`src/rtl/pt_walker_pkg.sv`:
```
package pt_walker_pkg;

  typedef enum logic [1:0] {
    KIND_FAULT = 2'd0,
    KIND_TABLE = 2'd1,
    KIND_BLOCK = 2'd2
  } descKind_e;

  typedef enum logic [2:0] {
    ST_IDLE  = 3'd0,
    ST_CHECK = 3'd1,
    ST_READ  = 3'd2,
    ST_WAIT  = 3'd3,
    ST_DONE  = 3'd4
  } walkState_e;

  typedef struct packed {
    logic load;      // latch a new request
    logic advance;   // follow a table pointer to the next level
    logic finBlock;  // record a translated address
    logic finFault;  // record a fault at the current level
  } walkStrobe_t;

endpackage

```
`src/rtl/pt_walker_ctrl.sv`:
```
module pt_walker_ctrl
  import pt_walker_pkg::*;
(
  input  logic        clk,
  input  logic        rstN,
  input  logic        reqValid,
  output logic        reqReady,
  output logic        memReqValid,
  input  logic        memReqReady,
  input  logic        memRspValid,
  output logic        rspValid,
  input  logic        rspReady,
  input  logic        canonOk,
  input  descKind_e   kind,
  output walkStrobe_t strb
);

  walkState_e stQ, stD;

  always_comb begin
    stD  = stQ;
    strb = '0;
    unique case (stQ)
      ST_IDLE: begin
        if (reqValid) begin
          strb.load = 1'b1;
          stD       = ST_CHECK;
        end
      end
      ST_CHECK: begin
        if (canonOk) begin
          stD = ST_READ;
        end else begin
          strb.finFault = 1'b1;
          stD           = ST_DONE;
        end
      end
      ST_READ: begin
        if (memReqReady) stD = ST_WAIT;
      end
      ST_WAIT: begin
        if (memRspValid) begin
          unique case (kind)
            KIND_TABLE: begin
              strb.advance = 1'b1;
              stD          = ST_READ;
            end
            KIND_BLOCK: begin
              strb.finBlock = 1'b1;
              stD           = ST_DONE;
            end
            default: begin
              strb.finFault = 1'b1;
              stD           = ST_DONE;
            end
          endcase
        end
      end
      ST_DONE: begin
        if (rspReady) stD = ST_IDLE;
      end
      default: stD = ST_IDLE;
    endcase
  end

  always_ff @(posedge clk) begin
    if (!rstN) stQ <= ST_IDLE;
    else       stQ <= stD;
  end

  assign reqReady    = (stQ == ST_IDLE);
  assign memReqValid = (stQ == ST_READ);
  assign rspValid    = (stQ == ST_DONE);

  // once a request is taken the walker is busy
  p_busy_after_accept_r1: assert property (@(posedge clk) disable iff (!rstN)
    (reqValid && reqReady) |=> !reqReady);

  // a single read in flight
  p_single_read_r10: assert property (@(posedge clk) disable iff (!rstN)
    (memReqValid && memReqReady) |=> !memReqValid);

  // a non-canonical address goes straight to a result, no read
  p_canon_no_read_r2: assert property (@(posedge clk) disable iff (!rstN)
    (stQ == ST_CHECK && !canonOk) |=> (rspValid && !memReqValid));

endmodule

```
`src/rtl/pt_walker_dp.sv`:
```
module pt_walker_dp
  import pt_walker_pkg::*;
#(
  parameter int VA_W   = 64,
  parameter int PA_W   = 48,
  parameter int DESC_W = 64,
  parameter int IDX_W  = 9,
  parameter int PAGE_W = 12,
  parameter int LVL_W  = 2
) (
  input  logic              clk,
  input  logic              rstN,
  input  walkStrobe_t       strb,
  input  logic [VA_W-1:0]   reqVa,
  input  logic [PA_W-1:0]   reqBase,
  input  logic [LVL_W-1:0]  reqStartLvl,
  input  logic [DESC_W-1:0] memRspData,
  output logic [PA_W-1:0]   memReqAddr,
  output logic              canonOk,
  output descKind_e         kind,
  output logic [PA_W-1:0]   rspPa,
  output logic [1:0]        rspSize,
  output logic              rspFault,
  output logic [LVL_W-1:0]  rspFaultLvl
);

  localparam int NUM_LVL  = 2 ** LVL_W;
  localparam int LAST_LVL = NUM_LVL - 1;
  localparam int HI_LSB   = PAGE_W + IDX_W * NUM_LVL;
  localparam int DESC_SH  = $clog2(DESC_W / 8);
  localparam int PAD_W    = PA_W - IDX_W - DESC_SH;

  logic [VA_W-1:0]  vaQ;
  logic [PA_W-1:0]  baseQ;
  logic [LVL_W-1:0] lvlQ;
  logic [PA_W-1:0]  paQ;
  logic [1:0]       sizeQ;
  logic             faultQ;
  logic [LVL_W-1:0] faultLvlQ;

  // per-level index fields and offset masks
  logic [IDX_W-1:0] idxAt  [NUM_LVL];
  logic [PA_W-1:0]  maskAt [NUM_LVL];

  for (genvar lv = 0; lv < NUM_LVL; lv++) begin : g_level
    localparam int FIELD_LSB = PAGE_W + IDX_W * (LAST_LVL - lv);
    assign idxAt[lv]  = vaQ[FIELD_LSB +: IDX_W];
    assign maskAt[lv] = {PA_W{1'b1}} >> (PA_W - FIELD_LSB);
  end

  logic [IDX_W-1:0] idxSel;
  logic [PA_W-1:0]  maskSel;
  logic [PA_W-1:0]  descAddr;
  logic [PA_W-1:0]  nextBase;
  logic [PA_W-1:0]  blockPa;
  logic [1:0]       descType;
  logic [1:0]       sizeCode;
  logic [VA_W-HI_LSB-1:0] vaHigh;
  logic [DESC_W-PA_W+PAGE_W-3:0] descUnused;

  assign idxSel     = idxAt[lvlQ];
  assign maskSel    = maskAt[lvlQ];
  assign memReqAddr = baseQ + {{PAD_W{1'b0}}, idxSel, {DESC_SH{1'b0}}};

  assign vaHigh  = vaQ[VA_W-1:HI_LSB];
  assign canonOk = (&vaHigh) | (~|vaHigh);

  assign descType   = memRspData[1:0];
  assign descAddr   = {memRspData[PA_W-1:PAGE_W], {PAGE_W{1'b0}}};
  assign nextBase   = descAddr;
  assign blockPa    = (descAddr & ~maskSel) | (vaQ[PA_W-1:0] & maskSel);
  assign sizeCode   = 2'(LAST_LVL) - 2'(lvlQ);
  assign descUnused = {memRspData[DESC_W-1:PA_W], memRspData[PAGE_W-1:2]};

  // level-dependent descriptor decoding
  always_comb begin
    if (lvlQ == LVL_W'(LAST_LVL)) begin
      kind = (descType == 2'b11) ? KIND_BLOCK : KIND_FAULT;
    end else if (!descType[0]) begin
      kind = KIND_FAULT;
    end else if (descType[1]) begin
      kind = KIND_TABLE;
    end else if (lvlQ == '0) begin
      kind = KIND_FAULT;
    end else begin
      kind = KIND_BLOCK;
    end
  end

  always_ff @(posedge clk) begin
    if (!rstN) begin
      vaQ       <= '0;
      baseQ     <= '0;
      lvlQ      <= '0;
      paQ       <= '0;
      sizeQ     <= '0;
      faultQ    <= 1'b0;
      faultLvlQ <= '0;
    end else if (strb.load) begin
      vaQ       <= reqVa;
      baseQ     <= reqBase;
      lvlQ      <= reqStartLvl;
      paQ       <= '0;
      sizeQ     <= '0;
      faultQ    <= 1'b0;
      faultLvlQ <= '0;
    end else if (strb.advance) begin
      baseQ <= nextBase;
      lvlQ  <= lvlQ + 1'b1;
    end else if (strb.finBlock) begin
      paQ    <= blockPa;
      sizeQ  <= sizeCode;
      faultQ <= 1'b0;
    end else if (strb.finFault) begin
      paQ       <= '0;
      sizeQ     <= '0;
      faultQ    <= 1'b1;
      faultLvlQ <= lvlQ;
    end
  end

  assign rspPa       = paQ;
  assign rspSize     = sizeQ;
  assign rspFault    = faultQ;
  assign rspFaultLvl = faultLvlQ;

  // a fault reports the level being walked and clears the address
  p_fault_level_r6: assert property (@(posedge clk) disable iff (!rstN)
    strb.finFault |=> (rspFault && rspPa == '0 && rspFaultLvl == $past(lvlQ)));

  // a success never carries the fault flag
  p_block_clean_r7: assert property (@(posedge clk) disable iff (!rstN)
    strb.finBlock |=> (!rspFault && rspSize != 2'd3));

endmodule

```
`src/rtl/pt_walker.sv`:
```
module pt_walker
  import pt_walker_pkg::*;
#(
  parameter int VA_W   = 64,
  parameter int PA_W   = 48,
  parameter int DESC_W = 64,
  parameter int IDX_W  = 9,
  parameter int PAGE_W = 12,
  parameter int LVL_W  = 2
) (
  input  logic              clk,
  input  logic              rstN,
  input  logic              reqValid,
  output logic              reqReady,
  input  logic [VA_W-1:0]   reqVa,
  input  logic [PA_W-1:0]   reqBase,
  input  logic [LVL_W-1:0]  reqStartLvl,
  output logic              memReqValid,
  input  logic              memReqReady,
  output logic [PA_W-1:0]   memReqAddr,
  input  logic              memRspValid,
  input  logic [DESC_W-1:0] memRspData,
  output logic              rspValid,
  input  logic              rspReady,
  output logic [PA_W-1:0]   rspPa,
  output logic [1:0]        rspSize,
  output logic              rspFault,
  output logic [LVL_W-1:0]  rspFaultLvl
);

  walkStrobe_t strb;
  logic        canonOk;
  descKind_e   kind;

  pt_walker_ctrl u_ctrl (
    .clk         (clk),
    .rstN        (rstN),
    .reqValid    (reqValid),
    .reqReady    (reqReady),
    .memReqValid (memReqValid),
    .memReqReady (memReqReady),
    .memRspValid (memRspValid),
    .rspValid    (rspValid),
    .rspReady    (rspReady),
    .canonOk     (canonOk),
    .kind        (kind),
    .strb        (strb)
  );

  pt_walker_dp #(
    .VA_W   (VA_W),
    .PA_W   (PA_W),
    .DESC_W (DESC_W),
    .IDX_W  (IDX_W),
    .PAGE_W (PAGE_W),
    .LVL_W  (LVL_W)
  ) u_dp (
    .clk         (clk),
    .rstN        (rstN),
    .strb        (strb),
    .reqVa       (reqVa),
    .reqBase     (reqBase),
    .reqStartLvl (reqStartLvl),
    .memRspData  (memRspData),
    .memReqAddr  (memReqAddr),
    .canonOk     (canonOk),
    .kind        (kind),
    .rspPa       (rspPa),
    .rspSize     (rspSize),
    .rspFault    (rspFault),
    .rspFaultLvl (rspFaultLvl)
  );

  // a pending result does not move
  p_rsp_hold_r11: assert property (@(posedge clk) disable iff (!rstN)
    (rspValid && !rspReady) |=> (rspValid && $stable(rspPa) && $stable(rspSize)
                                 && $stable(rspFault) && $stable(rspFaultLvl)));

  // a stalled read keeps its address
  p_addr_hold_r3: assert property (@(posedge clk) disable iff (!rstN)
    (memReqValid && !memReqReady) |=> (memReqValid && $stable(memReqAddr)));

endmodule

```
`config.mk`:
```
export PLATFORM = sky130hd
export DESIGN_NAME = pt_walker
export DESIGN_NICKNAME = d
export VERILOG_FILES = /design/src/rtl/pt_walker_pkg.sv /design/src/rtl/pt_walker_ctrl.sv /design/src/rtl/pt_walker_dp.sv /design/src/rtl/pt_walker.sv
export SDC_FILE = /design/constraint.sdc
export NUM_CORES = 1
export LEC_CHECK = 0
export ABC_AREA = 1
export CORE_ASPECT_RATIO = 1.4
export CORE_MARGIN = 2
export CORE_UTILIZATION = 44
export DETAILED_ROUTE_END_ITERATION = 6
export GPL_TIMING_DRIVEN = 0
export PLACE_DENSITY_LB_ADDON = 0.15
export RECOVER_POWER = 25
export SLEW_MARGIN = 0
export SYNTH_ARGS = -nofsm -noshare
export SYNTH_HDL_FRONTEND = slang
export SYNTH_HIERARCHICAL = 1
export SYNTH_SLANG_ARGS = --single-unit
```
`constraint.sdc`:
```
create_clock -name clk -period 3.39 [get_ports clk]
set_input_delay 0.339 -clock clk [delete_from_list [all_inputs] [get_ports clk]]
set_output_delay 0.339 -clock clk [all_outputs]
set_load 0.05 [all_outputs]
```
# After elaboration in Yosys (flattened, before gate mapping)
# Cells that the tools add are included.
# Widths: inputs -> output; s select.
[classes]
addsub = 3
order_cmp = 1
n_eq_ne = 12
muxes = 37
n_bitwise = 9
n_reduce_logical = 12
[op_table]
columns = ["cell", "n"]
rows = [
  ["$mux 48", 6],
  ["$and 48x48->48", 2],
  ["$bmux 48 s2", 1],
  ["$add 48x12->48", 1],
  ["$not 48->48", 1],
  ["$or 48x48->48", 1],
  ["$mux 3", 7],
  ["$mux 2", 10],
  ["$bmux 9 s2", 1],
  ["$mux 9", 2],
  ["$reduce_and 16->1", 1],
  ["$reduce_or 16->1", 1],
  ["$pmux 3 s5", 1],
  ["$mux 1", 8],
  ["$eq 2x2->1 const B", 3],
  ["$eq 3x2->1 const B", 2],
  ["$ne 2x1->1 const B", 2],
  ["$ne 2x2->1 const B", 2],
  ["$reduce_and 4->1", 1],
  ["$reduce_bool 2->1", 2],
  ["$reduce_or 2->1", 2],
  ["$eq 3x1->1 const B", 1],
  ["$eq 3x3->1 const B", 1],
  ["$ge 3x3->1 const B", 1],
  ["12 further kinds", 14],
]
[totals]
register_bits = 170
out_inout_bits = 104
word_cells = 82

# Logic depth before layout (Yosys ltp)
[depth]
depth_word = 12
depth_mapped = 18

# Modules after synthesis
# Netlist, hierarchy kept.
[by_module_without_submodules]
columns = ["mod", "n_inst", "cells_per_inst", "area_per_inst_um2", "seq_area_each_um2"]
rows = [
  ["pt_walker_dp", 1, 1413, 8851.0, 3343.2],
  ["pt_walker_ctrl", 1, 52, 304.0, 60.1],
]

# Least setup slack after synthesis
# OpenSTA, ideal clock, no wires.
[synth_timing]
path_kind = "register to output"
startpoint = "register u_dp.lvlQ[0]"
endpoint = "output memReqAddr[15]"
arrival_time_ns = 2.984
slack_ns = 0.067
stages_incl_launch_ff = 14
path_buffers = 2
path_cell_list = "dfxtp_1 -> clkbuf_1 -> buf_2 -> nor2_1 -> o22ai_1 -> ha_1 -> inv_1 -> fa_1 -> inv_1 -> nand2_1 -> a21oi_1 -> nand2_1 -> nand3_2 -> xor2_1"
[synth_between]
elab_chain_len = 5
[synth_lines]
columns = ["item", "line", "text"]
rows = [
  ["start: declaration", "pt_walker_dp.sv:35", "logic [LVL_W-1:0] lvlQ;"],
  ["start signal: assignment", "pt_walker_dp.sv:102", "lvlQ <= reqStartLvl;"],
  ["start signal: assignment", "pt_walker_dp.sv:109", "lvlQ <= lvlQ + 1'b1;"],
  ["$not 2->3 (not written as such)", "pt_walker_dp.sv:61", "assign idxSel = idxAt[lvlQ];"],
  ["$bmux 9 s2", "pt_walker_dp.sv:61", ""],
  ["$mux 9 (not written as such) (2 in a row)", "pt_walker_dp.sv:61", ""],
  ["$add 48x12->48", "pt_walker_dp.sv:63", "assign memReqAddr = baseQ + {{PAD_W{1'b0}}, idxSel, {DESC_SH{1'b0}}};"],
  ["end: declaration", "pt_walker.sv:20", "output logic [PA_W-1:0] memReqAddr,"],
]
# Every way passes these cells. The select of a mux whose other input is x is not followed.

# Worst setup path in the final report
[layout_timing]
startpoint = "register u_dp.lvlQ[0]"
endpoint = "output memReqAddr[4]"
# Same word-level chain as after synthesis.

==> parameters.txt <==
Parameter                              Value

Clock network
  Insertion delay of the later-clocked pin in the worst-skew pair ... approximately 0.43 ns
  H-tree depth ... 4
  Total clock buffers created by CTS ... 17
  TritonCTS clock tree ... built
  Clock root cell ... clkbuf_16
  Largest buffer count on any clock path ... 2
  CTS clk-pin slew, worst paths ... 0.06 ns
  Number of sinks on the clock net ... 170
  Hold-fix buffers, CTS ... 0

Floorplan
  Core Rows ... 62
  Area of the core ... 20500 um2
  Num ports ... roughly 290
  Y dimension of the die ... between 150 and 200 um
  Effective utilization at floorplan ... 44.7%
  Overall die width ... approximately 130 um
  Die footprint ... 22000 um2

Finish
  Number of nets in the finished design ... 1949
  Area overhead of the layout relative to synthesis ... 42.2%
  Final non-filler cell area ... 13000 um2
  Most common cell after layout, fill and taps aside ... nand2_1
  Share of cells above drive strength 1 ... a little over a tenth
  Commonest cells after routing, fill and taps aside ... nand2_1, nor2_1, dfxtp_1, clkdlybuf4s50_1, inv_1

STA
  Slew at the pin with the worst max-slew slack ... between 0.7 and 0.8 ns
  Slew HR ... slightly below 50%
  Final-report setup violation count ... 0
  Shortest clock period the worst path allows after layout ... 3.31 ns
  Fmax ... between 0.3 and 0.4 GHz
  Post-route worst hold slack ... between 0.4 and 0.5 ns
  Final max-slew violation count ... 0
  Final worst path period share ... 97.7%
  Setup repair after global routing missed its margin ... true
  Worst setup slack after layout ... 0.0772 ns
  Final hold violation count ... 0
  Setup clock skew after layout ... 0.00911 ns

Detailed routing
  Routed length per placed instance ... 17.9 um
  First-iteration detailed-routing DRC count ... 814
  DR DRC count ... 0
  Count of antenna-violating nets left after detailed routing ... 0
  Avg Vias per Cell ... roughly 5.2
  Total iterations of the first detailed-routing run ... 6
  Via count ... 10600
  Wire length reported by the detailed router ... 36200 um

Global routing
  Total congestion overflow ... 0
  First-pass GRT wire length ... 53900 um
  Pin count of the biggest net entering global routing ... 17
  Total global routing track utilization ... 31.9%
  Via count of the first global-routing pass ... 10000
  Antenna violations before repair ... 1

Logic synthesis
  Proportion of synthesized chip area in sequential cells ... roughly 37%
  Synthesis Warnings ... 6
  Cell types occupying the most area after synthesis ... dfxtp_1, nand2_1, nor2_1
  Dominant cell type by area after synthesis ... dfxtp_1
  Gate count after technology mapping ... 1465
  Synth unique cells ... 36
  Proportion of netlist area held by the largest area contributor ... 37.2%
  Synthesized area per cell ... 6.25 um2
  Mapped cell area ... ~9200 um2
  Synthesized net count ... 1663
  Post-synthesis register bit count ... 170

Power
  LEAKAGE ... about 5.9 nW
  Maximum vdd drop ... 0.000465 V
  Power per standard cell area ... 484 nW/um2

Worst setup path
  Register-to-register setup slack ... between 0.2 and 0.3 ns
  Data required time of the critical path ... 3.05 ns
  Maximum fanout along the worst path ... 11
  Signal arrival time at the worst endpoint ... 2.97 ns
  Critical Path Sink Type ... output pin
  Setup CP Type ... reg -> out
  Startpoint class of the critical path ... flip-flop

Min path
  Type of the worst min-delay path ... reg -> reg

Place
  Input/output buffers ... 261
  Placer's final routability congestion estimate ... 0.969
  DP HPWL ... 29200 um
  Total placed instance area ... 12100 um2
  DP Worst Slack ... -1.14 ns

Flow run
  Max-Cap Viols ... 0

Outcome
  Status ... finished, final reports clean
==> flip-flops by register name, summed over array words and instances, names as in the netlist <==
register and count:
u_dp/vaQ 64, u_dp/rspSize 2, u_dp/rspFaultLvl 2, u_ctrl/stQ 3
u_dp/lvlQ 2, u_dp/baseQ 48, u_dp/rspFault 1, u_dp/rspPa 48
==> metal layers <==
layer / wire length (um) / track usage (%) / up-vias
li1: - / - / 5207
met2: 18300 / 57.8 / 428
met1: 13500 / 34.7 / 4861
met5: 0 / 0 / -
met3: 2240 / 5.91 / 101
met4: 2120 / 17.9 / 0
==> final timing paths <==
kind,depth (start not counted),from,end
worst max register to register,17,u_dp/lvlQ[0]$_SDFFE_PN0P_,u_dp/baseQ[46]$_SDFFE_PN0P_
worst min register to register,2,u_dp/rspPa[9]$_SDFFE_PP0P_,u_dp/rspPa[9]$_SDFFE_PP0P_
worst max-delay path,9,u_dp/lvlQ[0]$_SDFFE_PN0P_,memReqAddr[4]
worst min-delay path,2,u_dp/rspPa[9]$_SDFFE_PP0P_,u_dp/rspPa[9]$_SDFFE_PP0P_
==> report_power, final <==
group	leakage [nW]	internal, mW	switching [mW]
logic	4.17	0.646	1.18
registers	1.39	2.17	0.172
clock network	0.318	1.33	0.801
==> cell families after synthesis <==
| logic type | Yosys count | share of synthesized area, % |
|---|---|---|
| compound gates | 253 | 14.9 |
| simple gates | 781 | 34.5 |
| fa+ha+maj | 14 | 2.00 |
| buf+inv | 232 | 10.1 |
| xor+xnor | 15 | 1.44 |
| flops | 170 | 37.2 |
==> final cells by class <==
type                            instances  area (um2)
Clock buffer                           20         447
Clock inverter                         12         196
Sequential cell                       170        3410
Timing Repair Buffer                  268        2580
Antenna cell                            1        2.50
Tap cell                              256         320
Inverter                              162         613
Buffer                                 69         359
Fill cell                            1993        7460
Multi-Input combinational cell       1063        5090
==> through the flow <==
| stage | utilization, % | TNS (ns) | std cells | power (mW) |
|---|---|---|---|---|
| 6_report | 63.6 | 0 | 2021 | 6.30 |
| 5_1_grt | 63.6 | -0.183 | 2021 | 6.56 |
| 3_5_place_dp | 59.0 | -69.13 | 1982 | 4.13 |
| 3_3_place_gp | 59.0 | -63.65 | 1982 | 4.11 |
| 4_1_cts | 62.9 | -0.0246 | 2016 | 6.26 |
| 2_1_floorplan | - | 0 | 1465 | 3.40 |
==> synth_stat cells <==
master and instances:
nand2_1 431, inv_1 157, nor2_4 2, a32oi_1 1, nand2_2 7, dfxtp_1 170
nor2_2 7, o22ai_1 8, and2_1 2, a211oi_1 2, or2_2 1, a21oi_2 1
o21ai_0 144, nand3b_1 2, xnor2_1 1, ha_1 13, nand4_1 13, nor2_1 243
nand3_2 3, a21oi_1 71, o21ai_1 5, o21bai_2 1, nor2_8 1, nor3_1 3
a21boi_2 1, o221ai_1 9, o211ai_1 10, fa_1 1, buf_2 23, buf_4 6
nor4_1 4, xor2_1 14, clkbuf_1 38, nand3_1 62, buf_1 3, inv_2 5
==> repair_timing <==
| item | 4_1_cts | 5_1_grt |
|---|---|---|
| buffers inserted | 2 | 4 |
| pin swaps | 5 | 9 |
| cloned | 0 | 1 |
| resized for setup | 255 | 70 |
| endpoints found under the setup margin | 145 | 132 |
==> critical path, stage by stage, from the launching register on <==
cell,delay [ns]
dfxtp_4,0.37
buf_8,0.14
buf_6,0.12
nor2_1,0.19
o22ai_2,0.17
ha_4,0.21
inv_1,0.07
fa_2,0.43
inv_1,0.07
clkdlybuf4s50_1,0.80
(Power assumes the default switching activity.)
